--- src/rtl/hz_pkg.sv ---
package hz_pkg;
  typedef enum logic [1:0] {
    SEL_RF  = 2'b00,
    SEL_WB  = 2'b01,
    SEL_MEM = 2'b10
  } opnd_sel_e;
endpackage

--- src/rtl/hz_opnd_sel.sv ---
module hz_opnd_sel
  import hz_pkg::*;
#(
  parameter int REG_AW = 5
) (
  input  logic [REG_AW-1:0] src,
  input  logic [REG_AW-1:0] mem_rd,
  input  logic              mem_we,
  input  logic              mem_is_load,
  input  logic [REG_AW-1:0] wb_rd,
  input  logic              wb_we,
  output opnd_sel_e         sel
);
  logic mem_hit, wb_hit;

  // loads in the memory stage carry an address, not a result
  assign mem_hit = mem_we && !mem_is_load && (mem_rd != '0) && (mem_rd == src);
  assign wb_hit  = wb_we && (wb_rd != '0) && (wb_rd == src);

  always_comb begin
    if (mem_hit)     sel = SEL_MEM;
    else if (wb_hit) sel = SEL_WB;
    else             sel = SEL_RF;
  end
endmodule

--- src/rtl/hz_load_use.sv ---
module hz_load_use #(
  parameter int REG_AW = 5
) (
  input  logic [REG_AW-1:0] rs1,
  input  logic [REG_AW-1:0] rs2,
  input  logic              rs1_used,
  input  logic              rs2_used,
  input  logic              is_store,
  input  logic [REG_AW-1:0] ld_rd,
  input  logic              ld_we,
  input  logic              ld_flag,
  output logic              stall
);
  logic live_load, hit1, hit2;

  assign live_load = ld_flag && ld_we && (ld_rd != '0);
  assign hit1 = rs1_used && (rs1 == ld_rd);
  // store data is patched later in the memory stage; no stall needed
  assign hit2 = rs2_used && (rs2 == ld_rd) && !is_store;
  assign stall = live_load && (hit1 || hit2);
endmodule

--- src/rtl/hz_store_byp.sv ---
module hz_store_byp #(
  parameter int REG_AW = 5
) (
  input  logic              st_valid,
  input  logic [REG_AW-1:0] st_src,
  input  logic [REG_AW-1:0] wb_rd,
  input  logic              wb_we,
  input  logic              wb_is_load,
  output logic              use_wb
);
  assign use_wb = st_valid && wb_we && wb_is_load && (wb_rd != '0) && (wb_rd == st_src);
endmodule

--- src/rtl/hz_ctrl.sv ---
module hz_ctrl
  import hz_pkg::*;
#(
  parameter int REG_AW = 5
) (
  input  logic [REG_AW-1:0] id_rs1,
  input  logic [REG_AW-1:0] id_rs2,
  input  logic              id_rs1_used,
  input  logic              id_rs2_used,
  input  logic              id_is_store,
  input  logic [REG_AW-1:0] ex_rs1,
  input  logic [REG_AW-1:0] ex_rs2,
  input  logic [REG_AW-1:0] idex_rd,
  input  logic              idex_we,
  input  logic              idex_mem_rd,
  input  logic [REG_AW-1:0] exmem_rd,
  input  logic              exmem_we,
  input  logic              exmem_mem_rd,
  input  logic              exmem_is_store,
  input  logic [REG_AW-1:0] exmem_rs2,
  input  logic [REG_AW-1:0] memwb_rd,
  input  logic              memwb_we,
  input  logic              memwb_mem_rd,
  output logic [1:0]        fwd_a,
  output logic [1:0]        fwd_b,
  output logic              st_data_fwd,
  output logic              pc_hold,
  output logic              ifid_hold,
  output logic              idex_bubble
);
  localparam int NUM_OPND = 2;

  logic [REG_AW-1:0] opnd_src [NUM_OPND];
  opnd_sel_e         opnd_sel [NUM_OPND];
  logic              lu_stall;

  assign opnd_src[0] = ex_rs1;
  assign opnd_src[1] = ex_rs2;

  for (genvar g = 0; g < NUM_OPND; g++) begin : g_opnd
    hz_opnd_sel #(.REG_AW(REG_AW)) u_sel (
      .src        (opnd_src[g]),
      .mem_rd     (exmem_rd),
      .mem_we     (exmem_we),
      .mem_is_load(exmem_mem_rd),
      .wb_rd      (memwb_rd),
      .wb_we      (memwb_we),
      .sel        (opnd_sel[g])
    );
  end

  assign fwd_a = opnd_sel[0];
  assign fwd_b = opnd_sel[1];

  hz_load_use #(.REG_AW(REG_AW)) u_lu (
    .rs1     (id_rs1),
    .rs2     (id_rs2),
    .rs1_used(id_rs1_used),
    .rs2_used(id_rs2_used),
    .is_store(id_is_store),
    .ld_rd   (idex_rd),
    .ld_we   (idex_we),
    .ld_flag (idex_mem_rd),
    .stall   (lu_stall)
  );

  assign pc_hold     = lu_stall;
  assign ifid_hold   = lu_stall;
  assign idex_bubble = lu_stall;

  hz_store_byp #(.REG_AW(REG_AW)) u_stb (
    .st_valid  (exmem_is_store),
    .st_src    (exmem_rs2),
    .wb_rd     (memwb_rd),
    .wb_we     (memwb_we),
    .wb_is_load(memwb_mem_rd),
    .use_wb    (st_data_fwd)
  );
endmodule

--- config.mk ---
export PLATFORM = sky130hd
export DESIGN_NAME = hz_ctrl
export DESIGN_NICKNAME = d
export VERILOG_FILES = /design/src/rtl/hz_pkg.sv /design/src/rtl/hz_opnd_sel.sv /design/src/rtl/hz_load_use.sv /design/src/rtl/hz_store_byp.sv /design/src/rtl/hz_ctrl.sv
export SDC_FILE = /design/constraint.sdc
export NUM_CORES = 1
export LEC_CHECK = 0
export BUFFER_PORTS_ARGS = -buffer_cell sky130_fd_sc_hd__buf_2
export CORE_MARGIN = 3
export CORE_UTILIZATION = 38
export DETAILED_ROUTE_END_ITERATION = 10
export GPL_TIMING_DRIVEN = 1
export PLACE_DENSITY = 0.9
export SYNTH_ARGS = -nofsm -noshare
export SYNTH_HDL_FRONTEND = slang
export SYNTH_SLANG_ARGS = --single-unit
export TNS_END_PERCENT = 10
--- constraint.sdc ---
create_clock -name vclk -period 2.75
set_input_delay 0.275 -clock vclk [all_inputs]
set_output_delay 0.275 -clock vclk [all_outputs]
set_load 0.05 [all_outputs]
Word-level counts from Yosys, hierarchy flattened
Index checks and enable logic that the tools add are counted.
{ "totals": {"ff_bits": 0, "wordCells": 34} }
{ "op_classes": {"n_eq_ne": 7, "n_mux": 4, "n_reduce_logical": 23} }
{ "ops": {"columns": ["cell", "n"], "rows": [
  ["equality test 5 bit", 7],
  ["logical AND 1 bit", 17],
  ["nonzero test 5 bit", 3],
  ["2-to-1 mux 2 bit", 2],
  ["zero test 1 bit", 2],
  ["2-to-1 mux 1 bit", 2],
  ["logical OR 1 bit", 1]
]} }

Longest topological paths before layout
Gate-level depths: netlist of the first run.
{ "logic_depth": {"word_depth": 5, "depth_mapped": 5, "ltp_nobuf": 4} }

Hierarchy
Synthesis of the first run repeated with hierarchy kept, for this count alone.
{ "unflattened": {"hier_cells": 73, "area_unflattened_um2": 564.3} }
{ "modules_own_cells": {"columns": ["module", "n_inst", "cells_each", "area_per_inst_um2"], "rows": [
  ["hz_opnd_sel", 2, 22, 168.9],
  ["hz_load_use", 1, 17, 138.9],
  ["hz_store_byp", 1, 10, 72.6],
  ["hz_ctrl", 1, 2, 15.0]
]} }

Worst setup path before layout of the first run
No wires, ideal clock.
{ "synth_path": {"path_kind": "input-to-output", "from": "input exmem_rd[1]", "to": "output fwd_a[0]", "arrival_ns": 2.003, "setup_slack_ns": 0.472, "path_stages": 4, "cell_sequence": "or4_1 > o21ai_2 > nor4_1 > nor4_2"} }
{ "synth_between": {"elab_chain_cells": 4, "elab_cells_between_ends": 5, "cone_classes": "eq/ne (1); mux (1); reduce/logical (3)"} }
{ "synth_rtl": {"columns": ["element", "line_no", "source"], "rows": [
  ["from (decl)", "hz_ctrl.sv:16", "input logic [REG_AW-1:0] exmem_rd,"],
  ["nonzero test 5 bit", "hz_opnd_sel.sv:17", "assign mem_hit = mem_we && !mem_is_load && (mem_rd != '0) && (mem_rd == src);"],
  ["logical AND 1 bit", "hz_opnd_sel.sv:17", null],
  ["logical AND 1 bit (*)", "hz_opnd_sel.sv:17", null],
  ["via g_opnd[0].u_sel.mem_hit", "hz_opnd_sel.sv:14", "logic mem_hit, wb_hit;"],
  ["2-to-1 mux 2 bit (*)", "hz_opnd_sel.sv:21", "if (mem_hit) sel = SEL_MEM;"],
  ["to (decl)", "hz_ctrl.sv:24", "output logic [1:0] fwd_a,"]
]} }
Mark *: on every way through the listed nets, which the timed path passes. The rest lies on a longest branch.

Final worst setup path of the first run
{ "layout_path": {"from": "input exmem_rd[1]", "to": "output fwd_b[0]"} }
{ "layout_between": {"elab_chain_cells": 4, "elab_cells_between_ends": 5, "cone_classes": "eq/ne (1); mux (1); reduce/logical (3)"} }
{ "layout_rtl": {"columns": ["element", "line_no", "source"], "rows": [
  ["nonzero test 5 bit", "hz_opnd_sel.sv:17", null],
  ["logical AND 1 bit", "hz_opnd_sel.sv:17", null],
  ["logical AND 1 bit (*)", "hz_opnd_sel.sv:17", null],
  ["2-to-1 mux 2 bit (*)", "hz_opnd_sel.sv:21", null],
  ["to (decl)", "hz_ctrl.sv:25", "output logic [1:0] fwd_b,"]
]} }
Every way passes the cells marked *; elsewhere a longest branch is shown, timed or not.

==> results.md, run 1 <==
- Most frequent cells in the layout: 58 x buf_2, 22 x xor2_1, 13 x xnor2_1
- Final hold violation count: 0
- Global placement routability congestion: 0.861
- Pwr Density: 141 mW/mm^2
- Final setup vio count: 0
- Final nets: 168
- Synth warn: 0
- Worst hold start: exmem_is_store
- Total number of vias: 661
- Leak Pwr: 0.000381 uW
- DR iter-0 viols: 8
- Synth Net Count: 112
- GRT met1 Usage: 0.183
- Ratio of cells with drive above 1 in the final layout: 0.526
- Most Used Layer, Global Route: met2
- Register area share after synthesis: 0
- Hold path cells: 4
- WL final: 1600 um
- Pwr Total: 109 uW
- # rows: 12
- Crit path kind: in -> out
- WHS: 0.945 ns
- CP Launch Type: input pin
- Post-Syn Area: 497 um^2
- Hold WC Path Type: in -> out
- Detail Route Antenna Nets: 0
- Avg Inst Size Synth: 8.01 um^2
- Wire per inst: 12.3 um
- Number of max-cap violations: 0
- Postcts setup bufs: 0
- Total gr overflow: 0
- Hold buffer count at cts: 0
- GR Util met3: 0.0172
- DR vias/cell: 5.08
- Worst-margin pin slew: 0.419 ns
- Initial antenna violation count: 0
- Worst Hold End: st_data_fwd
- M2 GR Usage: 0.327
- Max-slew violation count: 0
- Fmax: 496 MHz
- Vias in the first global route: 603
- Setup crit end kind: output pin
- Core area: 0.00117 mm^2
- Global-route wire length before repair: 2370 um
- Slew headroom: 0.718
- WP data arrival: 1.74 ns
- Synthesized instance count: 62
- Period utilisation layout: 0.733
- Clkbuf count: 0
- Post-cts resize count: 0
- DP HPWL: 1460 um
- Chip width: 42.2 um
- Pin count of the biggest net entering global routing: 5
- Post-route DRC violation count: 0
- Global-route usage over all layers: 0.161
- Status: finished, final reports clean
- Register area: 0 um^2
- N_diodes: 0
- Die area: 0.00178 mm^2
- # port buffers: 58
- Post-synth cell types: 15
- CP required: 2.48 ns
- First-pass detailed-route iteration total: 2
- Placed insts: 130
- CP Max Fanout: 3
- Final Critical Period: 2.02 ns
- Final non-filler cell total: 130
- Worst vdd ir: 0.0855 mV
- Setup TNS: 0 ns
- Starting density of the core: 0.424
- RSZ-0062 raised after global routing: no
- Most common cell after layout, fill and taps aside: buf_2
- Syn-to-layout area delta: 55.9%
- I/O pin cnt: 58
- Num sequential: 0
- Layout fillers: 97
- Die Y: 42.2 um
## logic make-up after synthesis
family | after synthesis | synth area share
XOR/XNOR | 35 | 0.617
AND/OR/NAND/NOR | 19 | 0.270
AO/OA/AOI/OAI | 4 | 0.0529
buffers and inverters | 4 | 0.0605
## final cells by class
class                      instances  area [um^2]  share of cell area
timing repair buffer              58          290               0.375
multi-input combinational         58          467               0.603
tap                               14         17.5              0.0226
## worst max-delay path by stage
| stage | startpoint | end | slack [ns] | cells after the start |
|---|---|---|---|---|
| finish | exmem_rd[1] | fwd_b[0] | 0.73 | 6 |
| global route | exmem_rd[1] | fwd_b[0] | 0.64 | 6 |
| CTS | exmem_rd[1] | fwd_b[0] | 0.72 | 6 |
| detailed placement | exmem_rd[1] | fwd_b[0] | 0.73 | 6 |
| global placement | exmem_rd[1] | fwd_b[0] | 0.77 | 6 |
| floorplan | exmem_rd[1] | fwd_a[0] | 0.47 | 4 |
## worst max-delay path, cell delays in order
cell     delay, ns
buf_2         0.12
or4_1         0.54
o21ai_2       0.15
nor4_1        0.09
nor4_2        0.26
buf_2         0.30
## report_power, final
| part | total [uW] | switching (uW) | internal [uW] | leakage, uW |
|---|---|---|---|---|
| Combinational | 109 | 52.7 | 56.7 | 0.000381 |
| Clock | 0 | 0 | 0 | 0 |
| Sequential | 0 | 0 | 0 | 0 |
| Total | 109 | 52.7 | 56.7 | 0.000381 |
## routing by layer
| layer | vias to the layer above | share of wire |
|---|---|---|
| li1 | 328 | - |
| met1 | 286 | 0.37 |
| met2 | 47 | 0.50 |
| met3 | 0 | 0.13 |
| met4 | 0 | 0 |
| met5 | - | 0 |
## synthesized netlist by cell type (all sizes together)
| library cell | count | area share |
|---|---|---|
| or4 | 5 | 0.076 |
| nor3 | 1 | 0.010 |
| a21oi | 1 | 0.010 |
| buf | 4 | 0.060 |
| o21ai | 2 | 0.028 |
| nand3 | 4 | 0.040 |
| nor2b | 1 | 0.013 |
| nand4 | 1 | 0.013 |
| nor4 | 6 | 0.10 |
| nand4b | 1 | 0.018 |
| o211ai | 1 | 0.015 |
| xor2 | 22 | 0.39 |
| xnor2 | 13 | 0.23 |
## metrics by stage
stage                     cell area [um^2]  utilization  setup slack [ns]
after floorplan                        497            -             0.472
after CTS                              774        0.661             0.722
final                                  774        0.661             0.733
after global routing                   774        0.661             0.642
after global placement                 774        0.661             0.765
after detailed placement               774        0.661             0.730
Note: power is estimated with default switching activity, not from simulation.
==> inputs of run 2 (changes only) <==
Settings changed: CORE_UTILIZATION 38 to 35, PLACE_DENSITY 0.9 to 0.84.
Clock period 2.75 ns to 2 ns, I/O delays scaled along.
==> results.md, run 2 (same netlist as run 1, synthesis figures left out) <==
- DR vias/cell: 4.97
- Final setup vio count: 0
- Hold path cells: 4
- Pin count of the biggest net entering global routing: 5
- Die Y: 43.7 um
- Multi-input logic area: 475 um^2
- Syn-to-layout area delta: 57.7%
- N_diodes: 0
- Status: finished, final reports clean
- Die area: 0.00191 mm^2
- Final Critical Period: 1.87 ns
- Register area: 0 um^2
- I/O pin cnt: 58
- Setup crit end kind: output pin
- Slew headroom: 0.607
- Pwr Density: 193 mW/mm^2
- Total gr overflow: 0
- Crit path kind: in -> out
- # port buffers: 58
- Global-route usage over all layers: 0.150
- Post-route DRC violation count: 0
- Initial antenna violation count: 0
- Max-slew violation count: 0
- # rows: 12
- WL final: 1550 um
- Worst-margin pin slew: 0.584 ns
- Worst vdd ir: 0.104 mV
- Layout fillers: 111
- Most common cell after layout, fill and taps aside: buf_2
- RSZ-0062 raised after global routing: no
- Global placement routability congestion: 0.847
- Num sequential: 0
- DR iter-0 viols: 3
- Fmax: 536 MHz
- Hold buffer count at cts: 0
- Post-placement cell area: 783 um^2
- Core area: 0.00122 mm^2
- WP data arrival: 1.67 ns
- CP Launch Type: input pin
- Leak Pwr: 0.000382 uW
- Postcts setup bufs: 0
- Hold WC Path Type: in -> out
- Period utilisation layout: 0.934
- Number of max-cap violations: 0
- Vias in the first global route: 594
- Chip width: 43.7 um
- Starting density of the core: 0.408
- Pwr Total: 151 uW
- Total number of vias: 646
- CP required: 1.80 ns
- Wire per inst: 11.9 um
- Detail Route Antenna Nets: 0
- Most frequent cells in the layout: 58 x buf_2, 22 x xor2_1, 13 x xnor2_1
- CP Max Fanout: 3
- Post-cts resize count: 0
- Final hold violation count: 0
- Final nets: 168
- DP HPWL: 1450 um
- Clkbuf count: 0
- Ratio of cells with drive above 1 in the final layout: 0.526
- First-pass detailed-route iteration total: 2
- Global-route wire length before repair: 2320 um
- Final instance area: 783 um^2
==> run 2: cell counts in the layout (fill, tap and decap cells not counted) <==
Identical to the previous run, type by type.
==> run 2: layout make-up <==
cell class | instances | share of cell area
Timing Repair Buffer | 58 | 0.371
Tap cell | 14 | 0.0224
Multi-Input combinational cell | 58 | 0.607
==> run 2: metrics by stage <==
| stage | TNS, ns | instances | util | worst slack [ns] | hold WS [ns] |
|---|---|---|---|---|---|
| final | 0 | 130 | 0.644 | 0.133 | 0.792 |
| after global routing | 0 | 130 | 0.644 | 0.0257 | 0.798 |
| after CTS | 0 | 130 | 0.644 | 0.131 | 0.790 |
| after detailed placement | 0 | 130 | 0.644 | 0.138 | 0.787 |
| after global placement | 0 | 130 | 0.644 | 0.151 | 0.787 |
| after floorplan | -0.340 | 62 | - | -0.128 | 0.638 |
==> run 2: worst max-delay path: stages <==
cell and delay, ns:
buf_2 0.12, or4_1 0.53, o21ai_2 0.15, nor4_1 0.11, nor4_4 0.26, buf_2 0.30
==> run 2: power breakdown <==
part,switching (uW),internal (uW),leakage (uW),total [uW]
sequential,0,0,0,0
combinational,72.6,78.4,0.000382,151
clock,0,0,0,0
==> run 2: path summary, 6_finish.rpt <==
| check | start | to | slack [ns] |
|---|---|---|---|
| worst max-delay path | exmem_rd[1] | fwd_a[0] | 0.13 |
| worst min-delay path | exmem_is_store | st_data_fwd | 0.79 |
==> run 2: layer usage <==
metal,up-vias,global-route usage,share of wire
li1,327,-,-
met1,283,0.164,0.35
met2,36,0.323,0.54
met3,0,0.00415,0.12
met4,0,0,0
met5,-,0,0
==> inputs of run 3 (changes only) <==
Settings changed: CORE_UTILIZATION 35 to 38, PLACE_DENSITY 0.84 to 0.86, SYNTH_HIERARCHICAL from default to 1.
==> results.md, run 3 <==
- Status: finished, final reports clean
- Post-synthesis compound-gate area fraction: 0.0931
- Post-route DRC violation count: 0
- Starting density of the core: 0.418
- Final non-filler cell total: 142
- Initial antenna violation count: 0
- Post-Synth XOR/XNOR Area: 0.481
- Register area: 0 um^2
- Setup WS post-layout: 0.394 ns
- I/O pin cnt: 58
- Global-route wire length before repair: 2480 um
- Post-synth top area share: 0.248
- Synth Area in Simple Gates: 0.346
- Post-synthesis mux area share: 0
- Setup TNS: 0 ns
- Global-route usage over all layers: 0.154
- Setup crit end kind: output pin
- Total gr overflow: 0
- RSZ-0062 raised after global routing: no
- Max-slew violation count: 0
- CP Max Fanout: 3
- Most frequent cells in the layout: 58 x buf_2, 16 x xor2_1, 15 x xnor2_1
- Hold path cells: 4
- Final Critical Period: 1.61 ns
- CP Launch Type: input pin
- Synth top area cells: xor2_1 25%, xnor2_1 23%, nor4b_4 8.4%
- Die area: 0.00198 mm^2
- Postcts setup bufs: 0
- CP max stage delay: 0.32 ns
- Chip width: 44.5 um
- Leak Pwr: 0.000415 uW
- Pin count of the biggest net entering global routing: 7
- Number of max-cap violations: 0
- Pwr Density: 192 mW/mm^2
- DP HPWL: 1440 um
- Core area: 0.00135 mm^2
- WP data arrival: 1.41 ns
- # port buffers: 58
- Hold WC Path Type: in -> out
- Global placement routability congestion: 0.813
- WHS: 0.805 ns
- Most common cell after layout, fill and taps aside: buf_2
- Count leader, synth: xor2_1
- Post-placement cell area: 847 um^2
- Crit path max-delay cell type: nor4_1
- Largest family of logic cells by synthesized area: XOR/XNOR gates
- Synthesized instance count: 73
- Post-synth cell types: 17
- Period utilisation layout: 0.803
- Final instance area: 847 um^2
- Ratio of cells with drive above 1 in the final layout: 0.504
- Post-cts resize count: 0
- Avg Inst Size Synth: 7.73 um^2
- Yosys top cell by area: xor2_1
- Hold buffer count at cts: 0
- Vias in the first global route: 634
- DR iter-0 viols: 8
- Total number of vias: 729
- Layout fillers: 118
- # rows: 13
- Slew headroom: 0.807
- Syn-to-layout area delta: 50.1%
- Die Y: 44.5 um
- Most instantiated cells after synthesis: 16 x xor2_1, 15 x xnor2_1, 6 x nor4_1
- Worst Hold End: ifid_hold
- Register area share after synthesis: 0
- Synth warn: 6
- Final nets: 179
- Post-Synth Adder-Cell Area: 0
- Detail Route Antenna Nets: 0
- Final hold violation count: 0
- Pre-CTS WS: 0.399 ns
- CP required: 1.80 ns
- Worst vdd ir: 0.115 mV
- CP cell instances: buf_2 -> xor2_1 -> nor4_1 -> nand4b_1 -> a21oi_2 -> buf_2
- Clkbuf count: 0
- Worst hold start: idex_mem_rd
- Most Frequent Cell on Critical Path: buf_2
- Worst-margin pin slew: 0.286 ns
- Num sequential: 0
- Post-Syn Area: 564 um^2
- First-pass detailed-route iteration total: 4
- N_diodes: 0
- Fmax: 623 MHz
- WL final: 1590 um
- DR vias/cell: 5.13
- Synth Net Count: 123
- Final setup vio count: 0
- Wire per inst: 11.2 um
- Crit path kind: in -> out
- Placed insts: 142
==> run 3: cell count changes in the layout (fill, tap and decap cells not counted), sizes merged <==
cell    delta
nand4      +1
inv        +4
nand3      +1
nor4b      +2
nor3       +6
xor2       -6
a21oi      +2
nor2       +1
o211ai     +2
nor2b      -1
xnor2      +2
or4        -3
==> run 3: worst max path at each step <==
stage                    start        end  slack, ns  cells after the start
floorplan           idex_rd[4]  ifid_hold       0.21                      5
global placement    idex_rd[2]    pc_hold       0.43                      6
detailed placement  idex_rd[4]    pc_hold       0.40                      6
CTS                 idex_rd[4]    pc_hold       0.39                      6
global route        idex_rd[4]    pc_hold       0.25                      6
finish              idex_rd[4]    pc_hold       0.39                      6
==> run 3: cell type report <==
| class | count | area (um^2) | share of cell area |
|---|---|---|---|
| inverters | 4 | 15.0 | 0.0177 |
| repair buffers | 58 | 290 | 0.343 |
| multi-input cells | 65 | 523 | 0.617 |
| well taps | 15 | 18.8 | 0.0222 |
==> run 3: power by group <==
part | switching [uW] | internal, uW
clock | 0 | 0
sequential | 0 | 0
combinational | 80.9 | 82.1
total | 80.9 | 82.1
==> run 3: kinds of logic after synthesis <==
| kind of cell | count (synthesis) |
|---|---|
| compound gates | 8 |
| simple gates | 26 |
| buf+inv | 8 |
| xor+xnor | 31 |
==> run 3: metal layers <==
layer | vias up | global-route usage | share of wire
li1 | 374 | - | -
met1 | 301 | 0.195 | 0.39
met2 | 54 | 0.295 | 0.44
met3 | 0 | 0.00813 | 0.17
met4 | 0 | 0 | 0
met5 | - | 0 | 0
==> run 3: metrics by stage <==
| step | util | total power [uW] |
|---|---|---|
| 3_5_place_dp | 0.627 | 163 |
| 6_report | 0.627 | 163 |
| 4_1_cts | 0.627 | 163 |
| 5_1_grt | 0.627 | 179 |
| 3_3_place_gp | 0.627 | 159 |
| 2_1_floorplan | - | 80.3 |
==> run 3: worst max-delay path, delay by kind of cell <==
family                    cells  cell delay (ns)
AOI/OAI and AO/OA             1             0.17
xor gates and xnor gates      1             0.16
buffers and inverters         2             0.40
and+or+nand+nor               2             0.48
